--- src/rtl/pario_regs.sv ---
`timescale 1ns/1ps
module pario_regs #(
  parameter logic [7:0] REGION_CODE   = 8'h80,
  parameter bit         BIOS_PRESENT  = 1'b0,
  parameter bit         DISC_ATTACHED = 1'b0,
  parameter int         PIN_W         = 7
) (
  input  logic             clk,
  input  logic             rst_n,
  input  logic             bus_sel,
  input  logic             bus_we,
  input  logic [3:0]       bus_addr,
  input  logic [7:0]       bus_wdata,
  output logic [7:0]       bus_rdata,
  input  logic [PIN_W-1:0] pin_in_a,
  input  logic [PIN_W-1:0] pin_in_b,
  input  logic [PIN_W-1:0] pin_in_c,
  input  logic [2:0]       ser_stat_a,
  input  logic [2:0]       ser_stat_b,
  input  logic [2:0]       ser_stat_c,
  output logic [PIN_W-1:0] out_val_a,
  output logic [PIN_W-1:0] out_val_b,
  output logic [PIN_W-1:0] out_val_c,
  output logic [PIN_W-1:0] out_en_a,
  output logic [PIN_W-1:0] out_en_b,
  output logic [PIN_W-1:0] out_en_c,
  output logic             upd_valid,
  output logic [1:0]       upd_port,
  output logic [7:0]       upd_data,
  output logic [7:0]       upd_ctrl
);
  localparam int NPORT = 3;
  localparam logic [7:0] VERSION = REGION_CODE | (DISC_ATTACHED ? 8'h00 : 8'h20)
                                   | {7'd0, BIOS_PRESENT};
  localparam logic [7:0] SCTL_KEEP = 8'hF8;

  logic [7:0] dat [NPORT];
  logic [7:0] ctl [NPORT];
  logic [7:0] txd [NPORT];
  logic [7:0] sct [NPORT];
  logic [2:0] stat [NPORT];
  logic [7:0] pins [NPORT];

  assign stat[0] = ser_stat_a;
  assign stat[1] = ser_stat_b;
  assign stat[2] = ser_stat_c;
  assign pins[0] = {{(8-PIN_W){1'b0}}, pin_in_a};
  assign pins[1] = {{(8-PIN_W){1'b0}}, pin_in_b};
  assign pins[2] = {{(8-PIN_W){1'b0}}, pin_in_c};

  typedef enum logic [2:0] {K_NONE, K_VER, K_DAT, K_CTL, K_TXD, K_SCT} kind_t;
  kind_t      kind;
  logic [1:0] idx;

  always_comb begin
    kind = K_NONE;
    idx  = 2'd0;
    case (bus_addr)
      4'h0: kind = K_VER;
      4'h1: begin kind = K_DAT; idx = 2'd0; end
      4'h2: begin kind = K_DAT; idx = 2'd1; end
      4'h3: begin kind = K_DAT; idx = 2'd2; end
      4'h4: begin kind = K_CTL; idx = 2'd0; end
      4'h5: begin kind = K_CTL; idx = 2'd1; end
      4'h6: begin kind = K_CTL; idx = 2'd2; end
      4'h7: begin kind = K_TXD; idx = 2'd0; end
      4'hA: begin kind = K_TXD; idx = 2'd1; end
      4'hD: begin kind = K_TXD; idx = 2'd2; end
      4'h9: begin kind = K_SCT; idx = 2'd0; end
      4'hC: begin kind = K_SCT; idx = 2'd1; end
      4'hF: begin kind = K_SCT; idx = 2'd2; end
      default: kind = K_NONE;
    endcase
  end

  wire wr = bus_sel & bus_we;

  always_ff @(posedge clk) begin
    if (!rst_n) begin
      for (int i = 0; i < NPORT; i++) begin
        dat[i] <= 8'h00;
        ctl[i] <= 8'h00;
        sct[i] <= 8'h00;
      end
      txd[0] <= 8'hFF;
      txd[1] <= 8'hFF;
      txd[2] <= 8'hFB;
    end else if (wr) begin
      case (kind)
        K_DAT: dat[idx] <= bus_wdata;
        K_CTL: ctl[idx] <= bus_wdata;
        K_TXD: txd[idx] <= bus_wdata;
        K_SCT: sct[idx] <= bus_wdata & SCTL_KEEP;
        default: ;
      endcase
    end
  end

  always_ff @(posedge clk) begin
    if (!rst_n) begin
      upd_valid <= 1'b0;
      upd_port  <= 2'd0;
      upd_data  <= 8'h00;
      upd_ctrl  <= 8'h00;
    end else begin
      upd_valid <= 1'b0;
      if (wr && kind == K_DAT) begin
        upd_valid <= 1'b1;
        upd_port  <= idx;
        upd_data  <= bus_wdata;
        upd_ctrl  <= ctl[idx];
      end else if (wr && kind == K_CTL && bus_wdata != ctl[idx]) begin
        upd_valid <= 1'b1;
        upd_port  <= idx;
        upd_data  <= dat[idx];
        upd_ctrl  <= bus_wdata;
      end
    end
  end

  logic [7:0] rmask;
  assign rmask = 8'h80 | ctl[idx];

  always_comb begin
    case (kind)
      K_VER:   bus_rdata = VERSION;
      K_DAT:   bus_rdata = (dat[idx] & rmask) | (pins[idx] & ~rmask);
      K_CTL:   bus_rdata = ctl[idx];
      K_TXD:   bus_rdata = txd[idx];
      K_SCT:   bus_rdata = sct[idx] | {5'd0, stat[idx]};
      default: bus_rdata = 8'h00;
    endcase
  end

  assign out_val_a = dat[0][PIN_W-1:0];
  assign out_val_b = dat[1][PIN_W-1:0];
  assign out_val_c = dat[2][PIN_W-1:0];
  assign out_en_a  = ctl[0][PIN_W-1:0];
  assign out_en_b  = ctl[1][PIN_W-1:0];
  assign out_en_c  = ctl[2][PIN_W-1:0];
endmodule

--- config.mk ---
export PLATFORM = sky130hd
export DESIGN_NAME = pario_regs
export DESIGN_NICKNAME = d
export VERILOG_FILES = /design/src/rtl/pario_regs.sv
export SDC_FILE = /design/constraint.sdc
export NUM_CORES = 1
export LEC_CHECK = 0
export BUFFER_PORTS_ARGS = -buffer_cell sky130_fd_sc_hd__buf_2
export CAP_MARGIN = 20
export CORE_ASPECT_RATIO = 0.8
export CORE_MARGIN = 1.5
export CORE_UTILIZATION = 36
export CTS_CLUSTER_SIZE = 10
export DETAILED_ROUTE_END_ITERATION = 10
export PLACE_DENSITY = 0.64
export SLEW_MARGIN = 10
export SYNTH_ARGS = -nofsm -noshare
export SYNTH_HDL_FRONTEND = slang
export SYNTH_SLANG_ARGS = --single-unit
export TNS_END_PERCENT = 1
--- constraint.sdc ---
create_clock -name clk -period 2.95 [get_ports clk]
set_input_delay 0.4425 -clock clk [delete_from_list [all_inputs] [get_ports clk]]
set_output_delay 0.4425 -clock clk [all_outputs]
set_load 0.01 [all_outputs]
==> impl_metrics.yaml, run 1 <==
power_and_ir_drop:
  peakVddDrop_uv: 276
  p_per_area_nw_per_um2: 492
  total_leakage_power_nw: 3.02
  power_mw: 3.74
clock_network:
  cts_buffers: 9
  tritoncts: "yes"
  cts.sinks: 106
  postCtsHoldBufs: 0
  clk_latency_ps: 350
  clkTransAtPathRegs_ps: 80
  clk_path_buf_depth: 2
  cts_root_buf: "clkbuf_16"
  ctsHtreeMaxLevel: 3
worst_setup_path:
  cp.required_ps: 2510
  path_max_fanout: 12
  r2r-start: "ctl[2][6]$_SDFFCE_PN0P_"
  rr_endpoint: "upd_data[0]$_SDFFE_PN0P_"
  rr_worst_depth: 9
  startpoint_type: "input pin"
  cp_data_arrival_time_ps: 2430
  worstSetupPathType: "in2out"
  r2r_slack_ps: 230
  critPathCaptureType: "output port"
layout:
  layout_common_cells: "113 x buf_2, 87 x edfxtp_1, 83 x buf_4"
  fillerInstances: 1574
  fin_cells: 984
  syn2layout_area_growth_pct: 23.7
  n_antenna_cell: 0
  num-nets-final: 805
  final_area_sq_um: 7610
  final_layout_size_suffix_gt1_share_pct: 31.2
  final_common_cell: "buf_2"
  final_util_pct: 45.7
floorplan:
  core_area_sq_um: 16700
  start_util_pct: 36.9
  rows: 42
  die_w_um: 149
  dieHeight_um: 120
  num_io_pins: 115
  die-area_sq_um: 17900
logic_synthesis:
  yosysTopAreaCellShare_pct: 42.4
  synth_area_leaders: "edfxtp_1 42%, dfxtp_1 6.2%, and2_1 5.8%"
  synth_ff_type: "edfxtp_1"
  syn_avg_cell_area_sq_um: 9.74
  syn_area_sq_um: 6150
  post_synth_num_cell_types: 55
  synth_edf_count: 87
  ys_seq_area_share_pct: 48.6
  synth-seq-cells: 106
  synth_warnings: 0
  syn_nets: 678
  synth_cells: 632
  yosysTopAreaCell: "edfxtp_1"
  async_flop_share_pct: 0
timing:
  drv_slew: 0
  rsz0062_at_grt: "yes"
  whs_ps: 400
  slew_headroom_pct: 47.2
  period_share_pct: 97.5
  fin_setup_tns_ps: 0
  timing.fmax_mhz: 348
  fin_crit_ps: 2880
  clock_skew_ps: 6.84
  setup_viol: 0
  worst_pin_slew_ps: 789
  worst_slack_ps: 73.1
  final-hold-violation-count: 0
job:
  max-cap-violations: 0
detailed_routing:
  wl_um: 20400
  dr.pass1.iters: 5
  route.antenna.remaining_nets: 0
  vias: 5567
  drc: 0
  drt-initial-drc-count: 673
  wl_per_cell_um: 20.7
  avgViaCountPerCell: 5.66
hold_path:
  holdPathStages: 3
  holdCritPathClass: "in2reg"
  min-delay-start: "rst_n"
  holdPathEnd: "upd_port[0]$_SDFFE_PN0P_"
placed_design:
  place_ws_ps: -108
  dp_cells: 965
  port_buffers: 114
  place_area_sq_um: 7230
  hpwl_um: 15200
  place.gp.congestion: 0.935
global_routing:
  grt-ovfl-total: 0
  antenna_found_initial: 0
  grt_max_degree: 24
  grt_pass1_wl_um: 30900
  first_global_vias: 5420
  grt_usage_pct: 23.1
status:
  status: "complete, no violations"
## layout make-up
| type | instances | area, sq um | area share [%] |
|---|---|---|---|
| multi-input cells | 429 | 2690 | 35.3 |
| repair buffers | 204 | 1330 | 17.4 |
| clock inverters | 7 | 76.3 | 1.00 |
| flip-flops and latches | 106 | 2990 | 39.3 |
| inverters | 9 | 33.8 | 0.444 |
| clock buffers | 9 | 225 | 2.96 |
| well taps | 220 | 275 | 3.61 |
## cells in the mapped netlist, types with 4 or more instances
cell type and number:
and2_1 57, o31ai_1 4, dfxtp_1 19, and4_1 5, clkbuf_1 37, nand2b_1 32
edfxtp_1 87, nor4_1 10, a221o_1 7, nor3_1 20, a21oi_1 21, nor2b_1 7
buf_4 42, mux2i_1 6, nand3_1 16, a22o_1 8, a311o_1 5, inv_1 6
o21ai_0 16, nand3b_1 4, o22ai_1 14, nand2_1 49, a221oi_1 12, nor2_1 48
a31oi_1 17, buf_2 8, a22oi_1 19, or3b_1 8, and3_1 4
## state kept, by name, summed over array words and instances, names as in the netlist
| name | flops |
|---|---|
| ctl | 24 |
| txd | 24 |
| dat | 24 |
| upd_port | 2 |
| upd_ctrl | 8 |
| upd_data | 8 |
| upd_valid | 1 |
| sct | 15 |
## how the worst max path moves through the flow
stage | from | end | slack, ps | cells after the start
3_3_place_gp | bus_addr[3] | upd_ctrl[4]$_SDFFE_PN0P_ | -10 | 12
3_5_place_dp | bus_addr[0] | upd_data[0]$_SDFFE_PN0P_ | -110 | 11
6_report | bus_addr[0] | bus_rdata[5] | 70 | 11
2_1_floorplan | bus_addr[0] | upd_data[0]$_SDFFE_PN0P_ | 40 | 11
5_1_grt | bus_addr[0] | bus_rdata[0] | 0.6 | 12
4_1_cts | bus_addr[1] | bus_rdata[5] | 40 | 10
## logic make-up after synthesis
kind of cell / share of synthesized area (%)
AND/OR/NAND/NOR: 23.4
AO/OA/AOI/OAI: 17.8
flip-flops: 48.6
buffers and inverters: 8.64
multiplexers: 0.976
XOR/XNOR: 0.569
## per-layer routing
metal	vias up	global-route usage (%)	share of wire [%]
li1	2561	-	-
met1	2717	33.3	44
met2	267	36.0	46
met3	22	3.92	8.6
met4	0	5.45	1.3
met5	-	0	0
## where the power goes
| group | switching (mW) | internal [mW] | total, mW |
|---|---|---|---|
| combinational | 0.458 | 0.324 | 0.782 |
| sequential | 0.0506 | 1.69 | 1.74 |
| clock | 0.617 | 0.601 | 1.22 |
## repair_timing
| action | 4_1_cts | 5_1_grt |
|---|---|---|
| pin swaps | 0 | 3 |
| endpoints found under the setup margin | 4 | 7 |
| gates resized for setup | 4 | 16 |
| buffers inserted | 0 | 3 |
## worst max-delay path, stage by stage
cell and delay [ps]:
buf_4 160, buf_4 150, xnor2_2 190, a2bb2oi_2 180
buf_6 180, nand3_1 110, and2_2 260, o211a_1 140
o31ai_1 260, nand2_1 160, buf_2 170
(Power assumes the default switching activity.)
==> inputs of run 2 (changes only) <==
- ABC_CLOCK_PERIOD_IN_PS: not set -> 3200
- PLACE_DENSITY: 0.64 -> 0.62
- clock period: 2.95 -> 3.2 ns (I/O delays scaled with it)
==> impl_metrics.yaml, run 2 (synthesized netlist as in run 1, its figures left out) <==
detailed_routing:
  route.antenna.remaining_nets: 0
  avgViaCountPerCell: 5.75
  drc: 0
  vias: 5527
  drt-initial-drc-count: 593
  dr.pass1.iters: 5
  wl_per_cell_um: 20.9
  wl_um: 20100
worst_setup_path:
  startpoint_type: "input pin"
  rr_endpoint: "upd_data[0]$_SDFFE_PN0P_"
  r2r-start: "ctl[2][1]$_SDFFCE_PN0P_"
  cp-startpoint: "bus_addr[0]"
  cp.required_ps: 2720
  rr_worst_depth: 9
  critPathCaptureType: "output port"
  cp_data_arrival_time_ps: 2620
  r2r_slack_ps: 330
  worstSetupPathType: "in2out"
  path_max_fanout: 11
floorplan:
  core_area_sq_um: 16700
  die_w_um: 149
  num_io_pins: 115
  dieHeight_um: 120
  start_util_pct: 36.9
  die-area_sq_um: 17900
  rows: 42
layout:
  final_util_pct: 44.1
  final_common_cell: "buf_2"
  final_layout_size_suffix_gt1_share_pct: 28.1
  reg_top3: "ctl x24, dat x24, txd x24"
  syn2layout_area_growth_pct: 19.5
  fillerInstances: 1616
  layout_common_cells: "112 x buf_2, 87 x edfxtp_1, 63 x buf_4"
  num-nets-final: 781
timing:
  setup_viol: 0
  drv_slew: 0
  clock_skew_ps: 8.10
  worst_slack_ps: 99.9
  slew_headroom_pct: 47.3
  worst_pin_slew_ps: 786
  final-hold-violation-count: 0
  fin_setup_tns_ps: 0
  period_share_pct: 96.9
  fin_crit_ps: 3100
  rsz0062_at_grt: "no"
  timing.fmax_mhz: 323
placed_design:
  port_buffers: 114
  place_ws_ps: -81.7
  place.gp.congestion: 0.883
  hpwl_um: 14700
global_routing:
  grt-ovfl-total: 0
  antenna_found_initial: 2
  grt_pass1_wl_um: 30200
  grt_max_degree: 27
  grt_usage_pct: 22.6
  first_global_vias: 5170
clock_network:
  clk_latency_ps: 350
  postCtsHoldBufs: 0
  cts_root_buf: "clkbuf_16"
  clkTransAtPathRegs_ps: 80
  cts.sinks: 106
  cts_setup_buffers: 0
  cts_buffers: 9
  ctsHtreeMaxLevel: 3
  tritoncts: "yes"
  clk_path_buf_depth: 2
job:
  max-cap-violations: 0
power_and_ir_drop:
  peakVddDrop_uv: 278
  p_per_area_nw_per_um2: 459
  total_leakage_power_nw: 2.87
  power_mw: 3.37
hold_path:
  min-delay-start: "upd_port[0]$_SDFFE_PN0P_"
  holdCritPathClass: "reg2reg"
  holdPathEnd: "upd_port[0]$_SDFFE_PN0P_"
  holdPathStages: 2
status:
  status: "complete, no violations"
==> run 2: cell types whose count changed in the layout (fill, tap and decap cells not counted), moves of 2 or more <==
| cell | change |
|---|---|
| buf_4 | -20 |
| buf_12 | -3 |
| o21ai_0 | +3 |
| clkbuf_4 | +2 |
| clkinv_8 | -2 |
| inv_6 | +2 |
| o21ai_1 | -2 |
==> run 2: cell type report <==
cell class | count | area (sq um) | share of cell area (%)
tap | 220 | 275 | 3.74
multi-input combinational | 429 | 2660 | 36.2
antenna | 1 | 2.50 | 0.0340
clock inverter | 6 | 56.3 | 0.766
clock buffer | 10 | 229 | 3.11
inverter | 9 | 33.8 | 0.459
sequential | 106 | 2990 | 40.7
timing repair buffer | 180 | 1100 | 15.0
==> run 2: stage by stage <==
stage / hold WS, ps / std cells / cell area (sq um)
after global placement: 444 / 944 / 7030
after global routing: 490 / 960 / 7350
after detailed placement: 464 / 944 / 7030
final: 473 / 961 / 7350
after floorplan: 482 / 632 / 6150
after CTS: 475 / 960 / 7320
==> run 2: repair_timing <==
action                     CTS  global route
setup endpoints to repair    2             9
pin swaps                    0             1
cloned                       0             0
resized for setup            1             7
==> run 2: metal layers <==
layer | vias up | global-route usage (%) | share of wire (%) | wire length (um)
met3 | 25 | 5.74 | 10 | 2010
met1 | 2732 | 31.4 | 42 | 8490
met4 | 0 | 5.82 | 1.5 | 306
met5 | - | 0 | 0 | 0
li1 | 2513 | - | - | -
met2 | 257 | 35.2 | 46 | 9310
==> run 2: critical path, cell delays in order <==
cell,delay [ps]
clkbuf_4,190
nor2b_1,350
buf_4,220
a221oi_1,100
a21oi_1,300
nand2_1,100
and3_1,220
mux2i_1,190
o221ai_1,140
buf_4,190
buf_2,130
==> run 2: worst max path at each step <==
stage	to	depth (start not counted)
after global placement	upd_data[7]$_SDFFE_PN0P_	11
final	bus_rdata[3]	11
after detailed placement	upd_data[1]$_SDFFE_PN0P_	11
after CTS	bus_rdata[3]	13
after floorplan	upd_data[0]$_SDFFE_PN0P_	11
after global routing	bus_rdata[2]	10
==> run 2: report_power, final <==
group	internal, mW	switching [mW]	leakage, nW
combinational	0.259	0.415	1.74
sequential	1.56	0.0443	0.995
clock	0.548	0.548	0.138
total	2.37	1.01	2.87
==> inputs of run 3 (changes only) <==
- CELL_PAD_IN_SITES_DETAIL_PLACEMENT: not set -> 2
- CELL_PAD_IN_SITES_GLOBAL_PLACEMENT: not set -> 2
- CORE_UTILIZATION: 36 -> 34
- PLACE_DENSITY: 0.62 -> 0.85
- SLEW_MARGIN: 10 -> not set
- TNS_END_PERCENT: 1 -> 50
==> impl_metrics.yaml, run 3 (synthesized netlist as in run 1, its figures left out) <==
status:
  status: "complete, no violations"
global_routing:
  grt-ovfl-total: 0
  grt_usage_pct: 28.0
  grt_max_degree: 27
  antenna_found_initial: 1
  grt_pass1_wl_um: 38700
  first_global_vias: 6186
floorplan:
  rows: 43
  core_area_sq_um: 17500
  num_io_pins: 115
  die-area_sq_um: 18900
  die_w_um: 153
  dieHeight_um: 123
  start_util_pct: 35.1
worst_setup_path:
  cp_data_arrival_time_ps: 2650
  path_cells: "buf_2 > nor2b_1 > buf_4 > a221o_1 > buf_4 > a31oi_1 > and2_1 > mux2i_1 > o21ai_0 > buf_2"
  critPathTopFamily: "compound AO/OA/AOI/OAI gates"
  cp_num_buf_inv: 4
  cp.required_ps: 2720
  worstSetupPathType: "in2out"
  path_max_fanout: 8
  rr_worst_depth: 9
  startpoint_type: "input pin"
  cp_slowest_cell: "a221o_1"
  worst_path_largest_cell_delay_ps: 370
  cp_num_cells: 10
  critPathCaptureType: "output port"
timing:
  drv_slew: 0
  final-hold-violation-count: 0
  fin_setup_tns_ps: 0
  clock_skew_ps: 11.5
  setup_viol: 0
  rsz0062_at_grt: "yes"
  fin_crit_ps: 3130
  whs_ps: 482
  worst_pin_slew_ps: 832
  timing.fmax_mhz: 320
  slew_headroom_pct: 44.3
  period_share_pct: 97.7
clock_network:
  cts_buffers: 9
  tritoncts: "yes"
  cts_root_buf: "clkbuf_16"
  clk_latency_ps: 370
  cts.sinks: 106
  clkTransAtPathRegs_ps: 80
  clk_path_buf_depth: 2
  postCtsHoldBufs: 0
  ctsHtreeMaxLevel: 3
layout:
  syn2layout_area_growth_pct: 20.3
  final_common_cell: "buf_2"
  num-nets-final: 788
  n_antenna_cell: 0
  layout_common_cells: "114 x buf_2, 87 x edfxtp_1, 72 x buf_4"
  final_layout_size_suffix_gt1_share_pct: 29.9
  final_util_pct: 42.2
  reg_top3: "ctl x24, dat x24, txd x24"
power_and_ir_drop:
  total_leakage_power_nw: 2.90
  p_per_area_nw_per_um2: 470
  peakVddDrop_uv: 214
  power_mw: 3.48
detailed_routing:
  drt-initial-drc-count: 494
  drc: 0
  avgViaCountPerCell: 6.02
  wl_met3_um: 1700
  wl_met2_um: 12600
  top_layer: "met4"
  met1_length_um: 11000
  vias: 5851
  wl_per_cell_um: 26.8
  wl_um: 26100
  dr.pass1.iters: 5
  route.antenna.remaining_nets: 0
job:
  max-cap-violations: 0
placed_design:
  hpwl_um: 19400
  port_buffers: 114
  place.gp.congestion: 0.882
hold_path:
  holdCritPathClass: "reg2reg"
  holdPathStages: 2
-- run 3: cell types whose count changed in the layout (fill, tap and decap cells not counted), sizes merged --
cell,delta
buf,+9
diode,-1
clkinv,+2
clkbuf,-3
clkinvlp,-1
-- run 3: final cells by class --
type                    count  area [sq um]
flip-flops and latches    106          2990
fillers                  1906         10100
well taps                 225           282
multi-input cells         429          2680
repair buffers            187          1120
clock inverters             7          67.6
inverters                   9          33.8
clock buffers               9           225
-- run 3: per-stage QoR --
| step | setup WS (ps) | instance area (sq um) | instances |
|---|---|---|---|
| after detailed placement | -276 | 7060 | 956 |
| after floorplan | 207 | 6150 | 632 |
| after global routing | -45.2 | 7400 | 972 |
| after global placement | -56.0 | 7060 | 956 |
| after CTS | 24.0 | 7360 | 972 |
| final | 73.7 | 7400 | 972 |
-- run 3: worst paths after layout --
kind | from | endpoint | slack, ps
worst max-delay path | bus_addr[0] | bus_rdata[1] | 70
worst max register to register | ctl[2][1]$_SDFFCE_PN0P_ | upd_data[1]$_SDFFE_PN0P_ | 160
worst min register to register | upd_port[1]$_SDFFE_PN0P_ | upd_port[1]$_SDFFE_PN0P_ | 480
worst min-delay path | upd_port[1]$_SDFFE_PN0P_ | upd_port[1]$_SDFFE_PN0P_ | 480
-- run 3: report_power, final --
part / internal, mW / switching (mW)
Combinational: 0.268 / 0.463
Sequential: 1.56 / 0.0547
Clock: 0.550 / 0.582
-- run 3: repair_timing --
item / 4_1_cts / 5_1_grt
resized for setup: 1 / 11
buffers inserted: 0 / 0
endpoints found under the setup margin: 2 / 25
pin swaps: 0 / 1
-- run 3: metal layers --
layer  up-vias  global-route usage [%]
met5         -                       0
met4         0                    10.7
met3        60                    5.26
met2       270                    48.1
met1      2996                    35.4
li1       2525                       -
-- run 3: worst min-delay path, cell delays in order, from the launching register on --
cell and delay, ps:
dfxtp_1 320, nand2_1 60, mux2i_1 60
